## src/rtl/twalk_pkg.sv

```systemverilog
package twalk_pkg;
  // control word bit positions (decoded by software sharing the ring)
  localparam int OWN_BIT  = 31;
  localparam int LAST_BIT = 29;
  localparam int EOR_BIT  = 21;
  // size word layout
  localparam int SIZE_LEN_W = 12;
  localparam int SIZE2_LSB  = 16;
  // byte offsets of the words the walker reads
  localparam int OFS_CTL  = 0;
  localparam int OFS_SIZE = 4;
  localparam int OFS_BUF  = 8;

  typedef enum logic [2:0] {
    C_IDLE, C_RD_CTL, C_RD_SIZE, C_RD_ADDR, C_CHECK, C_STREAM, C_WRBACK
  } ctrl_state_e;

  typedef enum logic [1:0] {
    S_IDLE, S_FETCH, S_EMIT
  } strm_state_e;
endpackage

```

## src/rtl/twalk_ptr.sv

```systemverilog
module twalk_ptr #(
  parameter int AW   = 32,
  parameter int STEP = 32
) (
  input  logic          clk,
  input  logic          rst,
  input  logic          load_i,
  input  logic [AW-1:0] load_val_i,
  input  logic          adv_i,
  input  logic          wrap_i,
  output logic [AW-1:0] cur_o
);
  logic [AW-1:0] base_q;
  logic [AW-1:0] cur_q;

  always_ff @(posedge clk) begin
    if (rst) begin
      base_q <= '0;
      cur_q  <= '0;
    end else if (load_i) begin
      base_q <= load_val_i;
      cur_q  <= load_val_i;
    end else if (adv_i) begin
      cur_q <= wrap_i ? base_q : cur_q + AW'(STEP);
    end
  end

  assign cur_o = cur_q;
endmodule

```

## src/rtl/twalk_stream.sv

```systemverilog
module twalk_stream
  import twalk_pkg::*;
#(
  parameter int AW    = 32,
  parameter int LEN_W = 12
) (
  input  logic             clk,
  input  logic             rst,
  input  logic             start_i,
  input  logic [AW-1:0]    addr_i,
  input  logic [LEN_W-1:0] len_i,
  input  logic             last_seg_i,
  output logic             done_o,
  output logic             req_o,
  output logic [AW-1:0]    addr_o,
  input  logic             ready_i,
  input  logic [31:0]      rdata_i,
  output logic [7:0]       tx_data_o,
  output logic             tx_valid_o,
  output logic             tx_last_o,
  input  logic             tx_ready_i
);
  strm_state_e      st_q;
  logic [AW-1:0]    bptr_q;
  logic [LEN_W-1:0] left_q;
  logic [31:0]      word_q;
  logic             seg_last_q;
  logic [1:0]       lane_nxt;

  function automatic logic [7:0] lane_sel(input logic [31:0] w, input logic [1:0] l);
    return w[{l, 3'b000} +: 8];
  endfunction

  assign lane_nxt = bptr_q[1:0] + 2'd1;
  assign addr_o   = {bptr_q[AW-1:2], 2'b00};

  always_ff @(posedge clk) begin
    if (rst) begin
      st_q       <= S_IDLE;
      bptr_q     <= '0;
      left_q     <= '0;
      word_q     <= '0;
      seg_last_q <= 1'b0;
      req_o      <= 1'b0;
      tx_data_o  <= '0;
      tx_valid_o <= 1'b0;
      tx_last_o  <= 1'b0;
      done_o     <= 1'b0;
    end else begin
      done_o <= 1'b0;
      case (st_q)
        S_IDLE: begin
          if (start_i) begin
            if (len_i == '0) begin
              done_o <= 1'b1;
            end else begin
              bptr_q     <= addr_i;
              left_q     <= len_i;
              seg_last_q <= last_seg_i;
              req_o      <= 1'b1;
              st_q       <= S_FETCH;
            end
          end
        end
        S_FETCH: begin
          if (ready_i) begin
            req_o      <= 1'b0;
            word_q     <= rdata_i;
            tx_data_o  <= lane_sel(rdata_i, bptr_q[1:0]);
            tx_valid_o <= 1'b1;
            tx_last_o  <= seg_last_q && (left_q == LEN_W'(1));
            st_q       <= S_EMIT;
          end
        end
        S_EMIT: begin
          if (tx_ready_i) begin
            bptr_q <= bptr_q + AW'(1);
            left_q <= left_q - LEN_W'(1);
            if (left_q == LEN_W'(1)) begin
              tx_valid_o <= 1'b0;
              tx_last_o  <= 1'b0;
              done_o     <= 1'b1;
              st_q       <= S_IDLE;
            end else if (bptr_q[1:0] == 2'b11) begin
              tx_valid_o <= 1'b0;
              tx_last_o  <= 1'b0;
              req_o      <= 1'b1;
              st_q       <= S_FETCH;
            end else begin
              tx_data_o <= lane_sel(word_q, lane_nxt);
              tx_last_o <= seg_last_q && (left_q == LEN_W'(2));
            end
          end
        end
        default: st_q <= S_IDLE;
      endcase
    end
  end
endmodule

```

## src/rtl/twalk_ctrl.sv

```systemverilog
module twalk_ctrl
  import twalk_pkg::*;
#(
  parameter int AW        = 32,
  parameter int LEN_W     = 12,
  parameter int MAX_BUF   = 2048,
  parameter int MAX_FRAME = 8192
) (
  input  logic             clk,
  input  logic             rst,
  input  logic             poll_i,
  input  logic [AW-1:0]    cur_i,
  output logic             idle_o,
  output logic             adv_o,
  output logic             wrap_o,
  output logic             mem_req_o,
  output logic             mem_we_o,
  output logic [AW-1:0]    mem_addr_o,
  output logic [31:0]      mem_wdata_o,
  input  logic             mem_ready_i,
  input  logic [31:0]      mem_rdata_i,
  output logic             str_start_o,
  output logic [AW-1:0]    str_addr_o,
  output logic [LEN_W-1:0] str_len_o,
  output logic             str_last_o,
  input  logic             str_done_i,
  output logic             evt_o
);
  localparam int ACC_W = $clog2(MAX_FRAME) + 1;
  localparam logic [LEN_W:0] BUF_LIM   = (LEN_W + 1)'(MAX_BUF);
  localparam logic [ACC_W-1:0] FRM_LIM = ACC_W'(MAX_FRAME);

  ctrl_state_e      st_q;
  logic [31:0]      ctl_q;
  logic [LEN_W-1:0] len1_q;
  logic [LEN_W-1:0] len2_q;
  logic [AW-1:0]    baddr_q;
  logic [ACC_W-1:0] acc_q;
  logic             pend_q;
  logic             restart;
  logic             reject;
  logic [ACC_W-1:0] acc_sum;

  assign restart = pend_q | poll_i;
  assign acc_sum = acc_q + ACC_W'(len1_q);
  assign reject  = ({1'b0, len1_q} > BUF_LIM) || (len2_q != '0) || (acc_sum >= FRM_LIM);

  always_comb begin
    case (st_q)
      C_RD_SIZE: mem_addr_o = cur_i + AW'(OFS_SIZE);
      C_RD_ADDR: mem_addr_o = cur_i + AW'(OFS_BUF);
      default:   mem_addr_o = cur_i + AW'(OFS_CTL);
    endcase
  end

  assign mem_wdata_o = ctl_q & ~(32'd1 << OWN_BIT);
  assign idle_o      = (st_q == C_IDLE);
  assign adv_o       = (st_q == C_WRBACK) && mem_ready_i;
  assign wrap_o      = ctl_q[EOR_BIT];
  assign str_addr_o  = baddr_q;
  assign str_len_o   = len1_q;
  assign str_last_o  = ctl_q[LAST_BIT];

  always_ff @(posedge clk) begin
    if (rst) begin
      st_q        <= C_IDLE;
      ctl_q       <= '0;
      len1_q      <= '0;
      len2_q      <= '0;
      baddr_q     <= '0;
      acc_q       <= '0;
      pend_q      <= 1'b0;
      mem_req_o   <= 1'b0;
      mem_we_o    <= 1'b0;
      str_start_o <= 1'b0;
      evt_o       <= 1'b0;
    end else begin
      str_start_o <= 1'b0;
      evt_o       <= 1'b0;
      if (poll_i && st_q != C_IDLE) pend_q <= 1'b1;
      case (st_q)
        C_IDLE: begin
          if (poll_i) begin
            acc_q     <= '0;
            mem_req_o <= 1'b1;
            mem_we_o  <= 1'b0;
            st_q      <= C_RD_CTL;
          end
        end
        C_RD_CTL: begin
          if (mem_ready_i) begin
            ctl_q <= mem_rdata_i;
            if (!mem_rdata_i[OWN_BIT]) begin
              pend_q    <= 1'b0;
              acc_q     <= '0;
              mem_req_o <= restart;
              if (!restart) st_q <= C_IDLE;
            end else begin
              st_q <= C_RD_SIZE;
            end
          end
        end
        C_RD_SIZE: begin
          if (mem_ready_i) begin
            len1_q <= mem_rdata_i[LEN_W-1:0];
            len2_q <= mem_rdata_i[SIZE2_LSB +: LEN_W];
            st_q   <= C_RD_ADDR;
          end
        end
        C_RD_ADDR: begin
          if (mem_ready_i) begin
            baddr_q   <= mem_rdata_i[AW-1:0];
            mem_req_o <= 1'b0;
            st_q      <= C_CHECK;
          end
        end
        C_CHECK: begin
          if (reject) begin
            pend_q    <= 1'b0;
            acc_q     <= '0;
            mem_req_o <= restart;
            st_q      <= restart ? C_RD_CTL : C_IDLE;
          end else begin
            str_start_o <= 1'b1;
            st_q        <= C_STREAM;
          end
        end
        C_STREAM: begin
          if (str_done_i) begin
            if (ctl_q[LAST_BIT]) begin
              acc_q <= '0;
              evt_o <= 1'b1;
            end else begin
              acc_q <= acc_sum;
            end
            mem_req_o <= 1'b1;
            mem_we_o  <= 1'b1;
            st_q      <= C_WRBACK;
          end
        end
        C_WRBACK: begin
          if (mem_ready_i) begin
            mem_we_o <= 1'b0;
            st_q     <= C_RD_CTL;
          end
        end
        default: st_q <= C_IDLE;
      endcase
    end
  end
endmodule

```

## src/rtl/tx_ring_walker.sv

```systemverilog
module tx_ring_walker #(
  parameter int AW         = 32,
  parameter int MAX_BUF    = 2048,
  parameter int MAX_FRAME  = 8192,
  parameter int DESC_BYTES = 32
) (
  input  logic          clk,
  input  logic          rst,
  input  logic          base_wr_i,
  input  logic [AW-1:0] base_addr_i,
  input  logic          poll_i,
  output logic          mem_req_o,
  output logic          mem_we_o,
  output logic [AW-1:0] mem_addr_o,
  output logic [31:0]   mem_wdata_o,
  input  logic          mem_ready_i,
  input  logic [31:0]   mem_rdata_i,
  output logic [7:0]    tx_data_o,
  output logic          tx_valid_o,
  output logic          tx_last_o,
  input  logic          tx_ready_i,
  output logic          frame_done_o
);
  localparam int LEN_W = twalk_pkg::SIZE_LEN_W;

  logic             idle;
  logic             adv;
  logic             wrap;
  logic [AW-1:0]    cur;
  logic             c_req;
  logic             c_we;
  logic [AW-1:0]    c_addr;
  logic [31:0]      c_wdata;
  logic             s_req;
  logic [AW-1:0]    s_addr;
  logic             s_start;
  logic [AW-1:0]    s_baddr;
  logic [LEN_W-1:0] s_len;
  logic             s_last;
  logic             s_done;

  twalk_ptr #(.AW(AW), .STEP(DESC_BYTES)) u_ptr (
    .clk        (clk),
    .rst        (rst),
    .load_i     (base_wr_i && idle),
    .load_val_i (base_addr_i),
    .adv_i      (adv),
    .wrap_i     (wrap),
    .cur_o      (cur)
  );

  twalk_ctrl #(.AW(AW), .LEN_W(LEN_W), .MAX_BUF(MAX_BUF), .MAX_FRAME(MAX_FRAME)) u_ctrl (
    .clk         (clk),
    .rst         (rst),
    .poll_i      (poll_i),
    .cur_i       (cur),
    .idle_o      (idle),
    .adv_o       (adv),
    .wrap_o      (wrap),
    .mem_req_o   (c_req),
    .mem_we_o    (c_we),
    .mem_addr_o  (c_addr),
    .mem_wdata_o (c_wdata),
    .mem_ready_i (mem_ready_i && c_req),
    .mem_rdata_i (mem_rdata_i),
    .str_start_o (s_start),
    .str_addr_o  (s_baddr),
    .str_len_o   (s_len),
    .str_last_o  (s_last),
    .str_done_i  (s_done),
    .evt_o       (frame_done_o)
  );

  twalk_stream #(.AW(AW), .LEN_W(LEN_W)) u_stream (
    .clk        (clk),
    .rst        (rst),
    .start_i    (s_start),
    .addr_i     (s_baddr),
    .len_i      (s_len),
    .last_seg_i (s_last),
    .done_o     (s_done),
    .req_o      (s_req),
    .addr_o     (s_addr),
    .ready_i    (mem_ready_i && s_req),
    .rdata_i    (mem_rdata_i),
    .tx_data_o  (tx_data_o),
    .tx_valid_o (tx_valid_o),
    .tx_last_o  (tx_last_o),
    .tx_ready_i (tx_ready_i)
  );

  // controller and streamer never request in the same cycle
  assign mem_req_o   = c_req | s_req;
  assign mem_addr_o  = s_req ? s_addr : c_addr;
  assign mem_we_o    = c_we & c_req;
  assign mem_wdata_o = c_wdata;
endmodule

```

## config.mk

```make
export PLATFORM = sky130hd
export DESIGN_NAME = tx_ring_walker
export DESIGN_NICKNAME = d
export VERILOG_FILES = /design/src/rtl/twalk_pkg.sv /design/src/rtl/twalk_ptr.sv /design/src/rtl/twalk_stream.sv /design/src/rtl/twalk_ctrl.sv /design/src/rtl/tx_ring_walker.sv
export SDC_FILE = /design/constraint.sdc
export NUM_CORES = 1
export LEC_CHECK = 0
export ABC_AREA = 1
export BUFFER_PORTS_ARGS = -buffer_cell sky130_fd_sc_hd__buf_2
export CELL_PAD_IN_SITES_DETAIL_PLACEMENT = 1
export CELL_PAD_IN_SITES_GLOBAL_PLACEMENT = 1
export CORE_ASPECT_RATIO = 2
export CORE_MARGIN = 2
export CORE_UTILIZATION = 46
export CTS_CLUSTER_SIZE = 10
export DETAILED_ROUTE_END_ITERATION = 7
export GPL_TIMING_DRIVEN = 1
export PLACE_DENSITY_LB_ADDON = 0.1
export SLEW_MARGIN = 25
export SYNTH_ARGS = -nofsm -noshare
export SYNTH_HDL_FRONTEND = slang
export SYNTH_HIERARCHICAL = 1
export SYNTH_SLANG_ARGS = --single-unit
```

## constraint.sdc

```tcl
create_clock -name clk -period 3.3 [get_ports clk]
set_clock_uncertainty 0.2 [all_clocks]
set_input_delay 0.33 -clock clk [delete_from_list [all_inputs] [get_ports clk]]
set_output_delay 0.33 -clock clk [all_outputs]
set_load 0.02 [all_outputs]
```

---- After elaboration in Yosys (flattened, before gate mapping) ----
Index checks and enable logic that the tools add are counted.
operators by class
  add/subtract/negate cells ............... 7
  $lt $le $gt $ge ......................... 2
  equal/unequal tests ..................... 28
  shifts and indexed selects .............. 2
  mux-type cells .......................... 81
  bitwise operators ....................... 7
  reductions and logical operators ........ 38
operators by type and width
  operator                                                           number
  32-bit 2-to-1 mux                                                  7
  32-bit case mux with 2 select lines                                2
  14-bit 2-to-1 mux                                                  6
  32-bit by 6-bit variable part select with 8-bit output             2
  14-bit case mux with 4 select lines                                1
  12-bit 2-to-1 mux                                                  3
  32-bit by 1-bit adder with 32-bit output (second input constant)   1
  32-bit by 3-bit adder with 32-bit output (second input constant)   1
  32-bit by 4-bit adder with 32-bit output (second input constant)   1
  32-bit by 6-bit adder with 32-bit output (second input constant)   1
  1-bit 2-to-1 mux                                                   32
  8-bit 2-to-1 mux                                                   4
  3-bit 2-to-1 mux                                                   9
  12-bit case mux with 2 select lines                                1
  3-bit case mux with 7 select lines                                 1
  7-bit AND reduction                                                3
  2-bit by 1-bit != test with 1-bit output (second input constant)   8
  8-bit case mux with 2 select lines                                 1
  14-bit by 12-bit adder with 14-bit output                          1
  14-bit greater-or-equal comparator (second input constant)         1
  2-bit != test (second input constant)                              7
  12-bit by 1-bit == test with 1-bit output (second input constant)  1
  12-bit by 2-bit == test with 1-bit output (second input constant)  1
  12-bit greater-than comparator (second input constant)             1
  34 further kinds                                                   69
word-level totals
  register bits after elaboration ......... 264
  bits of input ports ..................... 70
  output and inout port bits .............. 77
  word-level logic and storage cells ...... 188

---- Logic depth before layout (Yosys ltp) ----
Gate-level depths: netlist of the first run.
  depth in word-level cells ............... 6
  mapped depth ............................ 14
  mapped depth without buffers ............ 14

---- Modules after synthesis ----
Netlist of the first run, hierarchy kept.
by module, submodules not included
  module          instances  cells each  area an instance (um2)  seq. area each (um2)
  twalk_ctrl      1          967         6284.8                  2182.1
  twalk_stream    1          957         5738.0                  1821.7
  twalk_ptr       1          518         3439.5                  1281.2
  tx_ring_walker  1          113         500.5                   0.0

---- Worst setup path before layout of the first run ----
No wires, ideal clock.
  path type ............................... flip-flop to output port
  start ................................... reg u_ptr.cur_q[4], in the netlist u_ptr/cur_o[4]
  end ..................................... out mem_addr_o[21]
  arrival time ............................ 1.759 ns
  data required time ...................... 2.770 ns
  slack ................................... 1.011 ns
  stages on the path, launching flop included .. 12
  buffers on the path ..................... 0
  cells stage by stage .................... dfxtp_1 > ha_1 > nand3_1 > nor2_1 > nand4_2 > nor2_2 > nand4_1 > a21oi_1 > o21ai_0 > o21ai_0 > nand2_1 > nand2_1
between the ends
  word-level cells in the longest chain between the ends .. 3
  elaborated cells on any way between the ends .. 4
  those cells by class .................... add/sub: 2; mux: 2
ends and longest elaborated chain
  what                                                                                                  RTL line                            source
  start, declared                                                                                       twalk_ptr.sv:14                     logic [AW-1:0] cur_q;
  start signal, assigned                                                                                twalk_ptr.sv:22                     cur_q <= load_val_i;
  start signal, assigned                                                                                twalk_ptr.sv:24                     cur_q <= wrap_i ? base_q : cur_q + AW'(STEP);
  32-bit by 4-bit adder with 32-bit output or 32-bit by 3-bit adder with 32-bit output (tied branches)  twalk_ctrl.sv:51, twalk_ctrl.sv:50
  32-bit case mux with 2 select lines (*)                                                               twalk_ctrl.sv:49                    case (st_q)
  named net c_addr[21]                                                                                  tx_ring_walker.sv:32                logic [AW-1:0] c_addr;
  32-bit 2-to-1 mux (*)                                                                                 tx_ring_walker.sv:94                assign mem_addr_o = s_req ? s_addr : c_addr;
  end, declared                                                                                         tx_ring_walker.sv:14                output logic [AW-1:0] mem_addr_o,
Mark *: on every way through the listed nets, which the timed path passes. The rest lies on a longest branch.

---- Final worst setup path of the first run ----
  start ................................... reg u_ctrl.st_q[0]
  end ..................................... out mem_addr_o[11]
between the ends
  word-level cells in the longest chain between the ends .. 3
  elaborated cells on any way between the ends .. 4
  those cells by class .................... eq/ne: 2; mux: 2
ends and longest elaborated chain
  what                                      RTL line              source
  start, declared                           twalk_ctrl.sv:33      ctrl_state_e st_q;
  start signal, assigned                    twalk_ctrl.sv:122     st_q <= restart ? C_RD_CTL : C_IDLE;
  3-bit by 2-bit == test with 1-bit output  twalk_ctrl.sv:49
  32-bit case mux with 2 select lines (*)   twalk_ctrl.sv:49
  named net c_addr[11]                      tx_ring_walker.sv:32
  32-bit 2-to-1 mux (*)                     tx_ring_walker.sv:94
Marks and branches as above.

==> results of run 1 <==
==> cell families after synthesis <==
group / after synthesis / synth area share (%)
flops: 264 / 33.11
mux: 2 / 0.1411
simple gates: 1368 / 36.60
compound gates: 510 / 17.07
buf+inv: 370 / 10.37
fa+ha+maj: 20 / 1.615
xor+xnor: 19 / 1.042
other cells: 2 / 0.04705
==> through the flow <==
step           hold WS, ns  cell area [sq um]  power, mW
4_1_cts           0.007408              18330      11.10
2_1_floorplan       0.2232              15970      6.644
5_1_grt            0.04004              18440      11.78
3_5_place_dp        0.2521              16820      8.001
3_3_place_gp        0.2390              16820      7.873
6_report           0.02083              18450      11.25
==> layout by cell type (no fill, tap or decap), types with 30 or more instances in the layout <==
master / instances
nor2_1: 339
inv_1: 194
nand3_1: 190
dlygate4sd3_1: 66
buf_4: 58
clkbuf_16: 30
nand2_1: 695
buf_2: 144
a21oi_1: 263
dfxtp_1: 244
o21ai_0: 172
==> worst max-delay path, delay by kind of cell (launching register included) <==
family        cells  cell delay (ns)
simple gates      6             0.76
buf+inv           3             0.52
mux               1             0.33
flops             1             0.45
==> area by class of cell <==
class / count / area (sq um)
fill: 4726 / 15790
sequential: 264 / 5325
clock inverter: 2 / 46.29
multi-input combinational: 1922 / 9107
clock buffer: 31 / 764.5
timing repair buffer: 269 / 1837
inverter: 213 / 809.5
antenna: 2 / 5.005
tap: 441 / 551.8
==> sequential cells by signal, summed over array words and instances, names as in the netlist, 2 cells and up <==
register / count
u_ctrl/acc_q: 14
u_ctrl/ctl_q: 31
u_ctrl/len2_q: 12
u_ctrl/str_len_o: 12
u_stream/word_q: 32
u_ctrl/st_q: 3
u_stream/left_q: 12
u_stream/st_q: 2
u_stream/bptr_q: 32
u_ptr/cur_o: 32
u_ptr/base_q: 32
u_ctrl/str_addr_o: 32
u_stream/tx_data_o: 8
==> worst paths after layout <==
kind	from	end	slack, ns	depth (start not counted)
hold / removal	rst	u_ptr/cur_o[26]	0.02	2
setup reg to reg	u_ctrl/st_q[0]	u_ptr/cur_o[24]	0.51	6
hold reg to reg	u_ctrl/len2_q[1]	u_ctrl/len2_q[1]	0.26	2
setup / recovery	u_ctrl/st_q[0]	mem_addr_o[11]	0.10	10
==> power breakdown <==
part,switching [mW],total [mW],internal [mW],leakage (nW)
Sequential,0.498,4.06,3.56,2.15
Combinational,2.94,4.17,1.23,5.29
Clock,1.33,3.02,1.69,0.398
Total,4.77,11.3,6.48,7.84
==> timing repair <==
action | 4_1_cts | 5_1_grt
hold buffers | 66 | 0
pin swaps | 1 | 2
gates cloned | 0 | 0
gates resized for setup | 11 | 33
buffers inserted | 0 | 3
endpoints found under the hold margin | 152 | 0
endpoints found under the setup margin | 12 | 20
==> layer usage <==
layer | global-route usage (%) | part of all wire, % | vias to the layer above
li1 | - | - | 8516
met1 | 35.69 | 33 | 8682
met2 | 68.77 | 50 | 728
met3 | 8.499 | 6.0 | 344
met4 | 36.35 | 11 | 6
met5 | 0 | 0.061 | -
==> summary.md, run 1 <==
| Metric | Value |
|---|---|
| Post-placement cell count | 3,040 |
| Root Driver | clkbuf_16 |
| CTS tree | yes |
| Synth Warn # | 6 |
| Clock transition at path regs | 0.06 ns |
| Fin cells | 3,144 |
| DRC | 0 |
| Clock latency on the worst-skew pair | 0.59 ns |
| Clk sinks | 264 |
| First-pass GRT wire length | 107.4 mm |
| DRT Pass-1 Iters | 5 |
| DR vias/cell | 5.813 |
| Crit path cell chain | nand3_2 > inv_4 > nor2_4 > inv_2 > nand2_1 > nor2_1 > mux2_1 > nand2_1 > nand2_1 > buf_2 |
| Area Growth Syn to Fin | 15.56% |
| MaxCap Viol Count | 0 |
| Rel. slew slack | 33.22% |
| Cell Area, Synth | 0.01596 sq mm |
| Crit. End Element | output pin |
| Crit path launch type | register |
| Ys async rst share | 0% |
| Final WL | 70.75 mm |
| Crit-path max FO | 6 |
| # IOs | 147 |
| Most used cell, CP | nand2_1 |
| Initial Util | 46.63% |
| PortBufs | 145 |
| Main synth FF type | dfxtp_1 |
| Pre-CTS setup slack | 0.4004 ns |
| Vert. Die Dim | 267.4 microns |
| Slowest stage delay, CP | 0.45 ns |
| Count of flip-flops with a built-in enable after synthesis | 0 |
| Share of cells above drive strength 1 | 13.22% |
| Ranking of synthesized cells by area | dfxtp_1 (33%), nand2_1 (16%), a21oi_1 (8.2%), nor2_1 (8.0%), nand3_1 (6.0%) |
| Largest net degree at the start of global routing | 63 |
| Syn avg cell area | 6.248 sq um |
| Synth area leader | dfxtp_1 |
| Die area | 0.03630 sq mm |
| Core footprint | 0.03423 sq mm |
| Worst EP arrival | 2.67 ns |
| RePlAce Congestion | 1.039 |
| Final setup fails | 0 |
| Endpoints failing hold | 0 |
| H-tree Lvls | 1 |
| First DRT Iteration DRCs | 929 |
| Period utilization | 96.83% |
| RSZ-0062 raised after global routing | false |
| Lkg Pwr | 7.837 nW |
| Final Slew Violations | 0 |
| Worst-Margin Slew | 1.001 ns |
| Die width | 135.7 microns |
| Setup TNS | 0 ns |
| Seq/Total Area, Yosys | 33.11% |
| Total CTS buffers | 30 |
| Unique masters post-synth | 62 |
| Final Util | 53.89% |
| Worst min path class | in2reg |
| Total GRT Usage | 38.69% |
| Layout net count | 2,790 |
| Number of routed nets with antenna violations | 0 |
| Critical path class | reg2out |
| FF+latch count, synth | 264 |
| Grt total ovfl | 0 |
| Initial antenna violation count | 5 |
| Num rows | 96 |
| Fmax | 313.0 MHz |
| Routed length per instance | 22.50 microns |
| Count leader, synth | nand2_1 |
| DP HPWL | 49.78 mm |
| Slowest library cell on the worst path | dfxtp_1 |
| Synth cell count leaders | nand2_1 (696), nor2_1 (342), dfxtp_1 (264) |
| Synth top area share | 33.11% |
| Minimum clock period | 3.195 ns |
| Syn Inst Count | 2,555 |
| Worst VDD drop | 0.0004409 V |
| Clock Tree Buf Depth | 3 |
| Outcome | finished clean |
| Vias | 18,280 |
| Final WS setup | 0.1048 ns |
| PwrDens | 609.9 mW/mm^2 |
| Required time worst endpoint | 2.77 ns |
| Number of global-route vias before repair | 19,440 |
Note: power is estimated with default switching activity, not from simulation.
==> run 2, diff against run 1 <==
- CORE_UTILIZATION: 46 -> 47
- CTS_BUF_LIST: unset -> sky130_fd_sc_hd__clkbuf_2 sky130_fd_sc_hd__clkbuf_4 sky130_fd_sc_hd__clkbuf_8
- PLACE_DENSITY: unset -> 0.85
- PLACE_DENSITY_LB_ADDON: 0.1 -> unset
- SYNTH_HIERARCHICAL: 1 -> unset
==> summary.md, run 2 <==
| Metric | Value |
|---|---|
| CTS tree | yes |
| Clock latency on the worst-skew pair | 0.61 ns |
| Layout net count | 2,533 |
| Fin cells | 2,891 |
| Worst R2R Path Depth | 9 |
| Synth area leader | dfxtp_1 |
| Unique masters post-synth | 60 |
| Num rows | 92 |
| Number of global-route vias before repair | 17,320 |
| Period utilization | 97.23% |
| Worst Setup SP | u_ptr.cur_o[10] |
| Clock Tree Buf Depth | 3 |
| Worst min path class | in2reg |
| Total CTS buffers | 41 |
| Ys async rst share | 0% |
| Rel. slew slack | 33.78% |
| Endpoints failing hold | 0 |
| GR Util met1 | 42.64% |
| Main synth FF type | dfxtp_1 |
| Worst reg2reg path endpoint | u_stream.tx_data_o[4] |
| Final WL | 61.51 mm |
| Crit-path max FO | 6 |
| Outcome | finished clean |
| Met2 usage | 62.50% |
| Routed length per instance | 21.28 microns |
| Clk sinks | 264 |
| Global-route met3 utilization | 5.226% |
| RSZ-0062 raised after global routing | true |
| Worst VDD drop | 0.0005559 V |
| Fmax | 311.7 MHz |
| Synth Warn # | 0 |
| Synth top area share | 35.65% |
| Hold WS | 0.04672 ns |
| Count leader, synth | nand2_1 |
| Cell Area, Synth | 0.01482 sq mm |
| Vias | 16,920 |
| First-pass GRT wire length | 94.58 mm |
| Minimum clock period | 3.209 ns |
| First DRT Iteration DRCs | 1,156 |
| RePlAce Congestion | 1.046 |
| Initial Util | 47.35% |
| FF-to-FF Start | u_stream.st_q[0] |
| Synth Net Count | 2,357 |
| Grt total ovfl | 0 |
| Initial antenna violation count | 1 |
| Total GRT Usage | 36.33% |
| Total chip power | 9.778 mW |
| Post-placement cell count | 2,753 |
| Die area | 0.03306 sq mm |
| Area Growth Syn to Fin | 17.93% |
| Dpl cell area | 0.01585 sq mm |
| DRT Pass-1 Iters | 5 |
| Largest net degree at the start of global routing | 65 |
| Crit path cell chain | nand2_1 > inv_1 > nand2_1 > nor2_2 > inv_1 > nor2_2 > nand2_1 > a21oi_1 > o21ai_0 > o21ai_0 > buf_2 |
| Number of routed nets with antenna violations | 0 |
| Final Cell Area | 0.01748 sq mm |
| Flop2flop setup slack | 0.62 ns |
| PwrDens | 559.3 mW/mm^2 |
| Crit. End Element | output pin |
| Final WS setup | 0.09134 ns |
| Share of cells above drive strength 1 | 14.19% |
| Required time worst endpoint | 2.77 ns |
| Synth cell count leaders | nand2_1 (448), nor2_1 (333), dfxtp_1 (264) |
| Final setup fails | 0 |
| DRC | 0 |
| Worst EP arrival | 2.68 ns |
| Core footprint | 0.03131 sq mm |
| Critical path class | reg2out |
| Clock transition at path regs | 0.07 ns |
| Count of flip-flops with a built-in enable after synthesis | 0 |
| Die width | 129.6 microns |
| # IOs | 147 |
| DR vias/cell | 5.851 |
| Root Driver | clkbuf_8 |
| Pre-CTS setup slack | 0.5740 ns |
| Setup TNS | 0 ns |
| Most used cell, CP | nand2_1 |
| H-tree Lvls | 2 |
| Lkg Pwr | 7.270 nW |
| Vert. Die Dim | 255.2 microns |
| MaxCap Viol Count | 0 |
| Most common cell after layout, fill and taps aside | nand2_1 |
| Most frequent cells in the layout | nand2_1 (447), nor2_1 (328), o21ai_0 (260) |
| DP HPWL | 40.49 mm |
| FF+latch count, synth | 264 |
| Slowest library cell on the worst path | dfxtp_1 |
| Ranking of synthesized cells by area | dfxtp_1 (36%), nand2_1 (11%), o21ai_0 (8.8%), nor2_1 (8.4%), a21oi_1 (6.9%) |
| PortBufs | 145 |
| Crit path launch type | register |
| Hold path endpoint | u_ctrl.st_q[2] |
| Worst-Margin Slew | 0.9922 ns |
| Hold wc startpoint | poll_i |
| GR peak layer | met2 |
| Final Slew Violations | 0 |
| Slowest stage delay, CP | 0.44 ns |
| Syn avg cell area | 6.554 sq um |
| Syn Inst Count | 2,262 |
| Final Util | 55.83% |
| Seq/Total Area, Yosys | 35.65% |
| Hold path cells | 6 |
-- run 2: cell count changes after synthesis, sizes merged, moves of 11 or more --
cell | before | now
nand2 | 721 | 456
o21ai | 186 | 269
nand3 | 195 | 125
a21oi | 265 | 206
a31oi | 11 | 40
buf | 80 | 51
nor2 | 366 | 346
o211ai | 7 | 27
a21boi | 17 | 1
nor3 | 27 | 43
inv | 211 | 222
xor2 | 9 | 20
-- run 2: layout make-up --
cell class	count	area (sq um)
Antenna cell	1	2.502
Multi-Input combinational cell	1655	8178
Tap cell	423	529.3
Inverter	222	843.3
Clock buffer	64	818.3
Timing Repair Buffer	254	1722
Clock inverter	8	86.33
Fill cell	4295	13830
Sequential cell	264	5303
-- run 2: timing repair --
item / in CTS / in global routing
pin swaps: 0 / 2
hold endpoints to repair: 183 / 0
setup buffers: 0 / 0
hold buffers: 65 / 0
endpoints found under the setup margin: 6 / 20
resized for setup: 5 / 22
-- run 2: per-layer routing --
| layer | routed length [microns] | vias up |
|---|---|---|
| met4 | 3684 | 0 |
| met3 | 3316 | 218 |
| met5 | 0 | - |
| li1 | - | 7862 |
| met1 | 23930 | 8227 |
| met2 | 30590 | 608 |
-- run 2: critical path: cells and delay by family (launching register included) --
kind / cells / cell delay (ns)
buf+inv: 3 / 0.41
compound gates: 3 / 0.45
simple gates: 5 / 0.79
flops: 1 / 0.44
-- run 2: where the power goes --
part	switching (mW)	total [mW]	internal, mW
Sequential	0.284	3.76	3.47
Combinational	1.97	2.85	0.880
Clock	1.50	3.17	1.67
-- run 2: cells by family (layout without fill, tap and decap cells) --
| logic type | count (synthesis) | in the layout | share of synthesized area (%) |
|---|---|---|---|
| AO/OA/AOI/OAI | 589 | 589 | 21.85 |
| XOR/XNOR | 27 | 27 | 1.595 |
| adder cells (fa/ha/maj) | 25 | 25 | 2.161 |
| AND/OR/NAND/NOR | 1013 | 1013 | 29.13 |
| other | 1 | 2 | 0.02530 |
| flip-flops | 264 | 264 | 35.65 |
| buffers and inverters | 343 | 548 | 9.588 |
-- run 2: worst max path at each step --
stage | endpoint | slack (ns) | cells past startpoint
finish | mem_addr_o[20] | 0.09 | 11
global route | mem_addr_o[27] | -0.03 | 12
CTS | mem_addr_o[31] | 0.005 | 10
detailed placement | mem_addr_o[31] | 0.57 | 10
global placement | mem_addr_o[24] | 0.56 | 8
floorplan | mem_addr_o[31] | 0.93 | 9
==> run 3, diff against run 2 <==
- ABC_AREA: 1 -> unset
- CORE_UTILIZATION: 47 -> 48
- PLACE_DENSITY: 0.85 -> 0.84
==> summary.md, run 3 <==
| Metric | Value |
|---|---|
| Rel. slew slack | 45.05% |
| First DRT Iteration DRCs | 987 |
| Setup TNS | 0 ns |
| Die area | 0.02969 sq mm |
| DRC | 0 |
| DRT Pass-1 Iters | 5 |
| Net Sw Power | 2.955 mW |
| Clk sinks | 264 |
| Critical path class | reg2out |
| Worst EP arrival | 2.68 ns |
| Period utilization | 97.19% |
| Count of flip-flops with a built-in enable after synthesis | 0 |
| Number of global-route vias before repair | 15,020 |
| Required time worst endpoint | 2.77 ns |
| Worst Setup SP | u_ptr.cur_o[12] |
| Clock latency on the worst-skew pair | 0.60 ns |
| Die width | 122.8 microns |
| Combinational share of power | 23.6% |
| Synth cell count leaders | nand2_1 (482), dfxtp_1 (264), a21oi_1 (211) |
| Register share of total power | 42.2% |
| FF+latch count, synth | 264 |
| Power share of the clock group | 34.2% |
| Clock transition at path regs | 0.07 ns |
| Main synth FF type | dfxtp_1 |
| Worst min path class | in2reg |
| Worst R2R Path Depth | 9 |
| RSZ-0062 raised after global routing | false |
| Endpoints failing hold | 0 |
| Met2 WL | 26.31 mm |
| Final setup fails | 0 |
| Vias | 14,130 |
| RePlAce Congestion | 0.8762 |
| Syn Inst Count | 1,787 |
| DR vias/cell | 6.019 |
| Initial antenna violation count | 2 |
| Most common cell after layout, fill and taps aside | nand2_1 |
| Final WL | 50.92 mm |
| Number of routed nets with antenna violations | 0 |
| Root Driver | clkbuf_8 |
| Ys async rst share | 0% |
| Cell Area, Synth | 0.01356 sq mm |
| Total GRT Usage | 34.33% |
| Num rows | 87 |
| Worst-Margin Slew | 0.8243 ns |
| Initial Util | 48.46% |
| Total CTS buffers | 41 |
| Hold path cells | 5 |
| # IOs | 147 |
| Crit-path max FO | 5 |
| Share of cells above drive strength 1 | 16.98% |
| Vert. Die Dim | 241.7 microns |
| Met3 routed wirelength | 1.733 mm |
| Routed length per instance | 21.69 microns |
| Highest Signal Layer | met4 |
| DP HPWL | 34.12 mm |
| Most frequent cells in the layout | nand2_1 (482), dfxtp_1 (253), a21oi_1 (210) |
| Syn avg cell area | 7.586 sq um |
| PortBufs | 145 |
| Met1 wire length | 19.95 mm |
| Internal Power | 5.698 mW |
| Worst VDD drop | 0.0004205 V |
| Hold wc startpoint | mem_ready_i |
| Area Growth Syn to Fin | 19.82% |
| Total chip power | 8.653 mW |
| PwrDens | 532.7 mW/mm^2 |
| First-pass GRT wire length | 80.67 mm |
| Unique masters post-synth | 78 |
| MaxCap Viol Count | 0 |
| Layout net count | 2,055 |
| Ranking of synthesized cells by area | dfxtp_1 (39%), nand2_1 (13%), a21oi_1 (7.8%), o21ai_0 (3.8%), clkbuf_1 (3.0%) |
| Synth Net Count | 1,882 |
| Crit. End Element | output pin |
| Crit path launch type | register |
| H-tree Lvls | 2 |
| Minimum clock period | 3.207 ns |
| Clock Tree Buf Depth | 3 |
| Synth top area share | 38.98% |
| Fmax | 311.8 MHz |
| Synth Warn # | 0 |
| Final Slew Violations | 0 |
| Synth area leader | dfxtp_1 |
| Grt total ovfl | 0 |
| Switching share of power | 34.15% |
| CTS tree | yes |
| Lkg Pwr | 5.988 nW |
| Outcome | finished clean |
| Largest net degree at the start of global routing | 156 |
| Count leader, synth | nand2_1 |
| Seq/Total Area, Yosys | 38.98% |
| Core footprint | 0.02798 sq mm |
| FF-to-FF Start | u_ctrl.str_len_o[3] |
==> run 3: cell count changes in the layout (fill, tap and decap cells not counted), moves of 14 or more <==
cell,previous run,this run
xnor2_1,7,39
mux2i_1,0,26
a21o_1,0,14
nor2_1,328,98
a31oi_1,40,19
o21ai_0,260,98
o211ai_1,27,9
nand2_1,447,482
a211oi_1,0,24
nand3_1,116,45
inv_1,206,19
mux4_2,0,16
==> run 3: repair_timing <==
action,CTS,global route
endpoints found under the setup margin,12,12
pin swaps,0,3
gates resized for setup,15,23
endpoints found under the hold margin,195,0
buffers inserted,0,1
hold buffers,72,0
==> run 3: routing by layer <==
layer / up-vias / global-route usage, %
met3: 160 / 3.491
met5: - / 0
met1: 7046 / 39.97
li1: 6550 / -
met2: 377 / 60.20
met4: 0 / 18.59
==> run 3: metrics by stage <==
stage          area, sq um  hold slack (ns)  instances  worst slack [ns]  util, %
2_1_floorplan        13560           0.2318       1787            0.3197        -
3_3_place_gp         14540           0.2384       2200            0.4447    51.97
3_5_place_dp         14540           0.2469       2200            0.2942    51.97
4_1_cts              16160          0.07964       2345          0.006132    57.76
5_1_grt              16240           0.1497       2347          0.005285    58.05
6_report             16240          0.09959       2348           0.09288    58.06
==> run 3: path summary, 6_finish.rpt <==
| kind | endpoint | slack (ns) |
|---|---|---|
| min reg2reg | u_ctrl.ctl_q[12] | 0.25 |
| max reg2reg | u_ctrl.acc_q[2] | 0.27 |
| min | u_stream.tx_valid_o | 0.1 |
| max | mem_addr_o[24] | 0.09 |
==> run 3: worst max-delay path: stages (launching register included) <==
cell and delay (ns):
dfxtp_2 0.39, nand2_2 0.09, or4_1 0.56, or2_4 0.30
nor3_1 0.26, mux2i_1 0.25, o21ai_1 0.07, buf_2 0.18
==> run 3: layout make-up <==
type                            instances  area [sq um]
Multi-Input combinational cell       1364          7674
Timing Repair Buffer                  267          1864
Clock inverter                         12         85.08
Fill cell                            3484         11730
Clock buffer                           61         783.3
Inverter                               22         82.58
Antenna cell                            2         5.005
Sequential cell                       264          5304
Tap cell                              356         445.4
==> run 3: power by group through the flow <==
| stage | clock network [mW] | logic, mW | registers, mW |
|---|---|---|---|
| 3_3_place_gp | 0 | 1.83 | 3.68 |
| 4_1_cts | 2.99 | 2.00 | 3.64 |
| 2_1_floorplan | 0 | 1.30 | 3.64 |
| 3_5_place_dp | 0 | 1.91 | 3.70 |
| 6_report | 2.96 | 2.04 | 3.65 |
| 5_1_grt | 3.14 | 2.21 | 3.68 |
==> run 3: cell families after synthesis <==
kind of cell,Yosys count,synth area share (%)
buffers and inverters,159,5.048
xor gates and xnor gates,60,3.876
muxes,45,4.827
adders and majority gates,25,2.363
other,1,0.02766
AOI/OAI and AO/OA,482,21.13
and+or+nand+nor,751,23.75
DFF,264,38.98
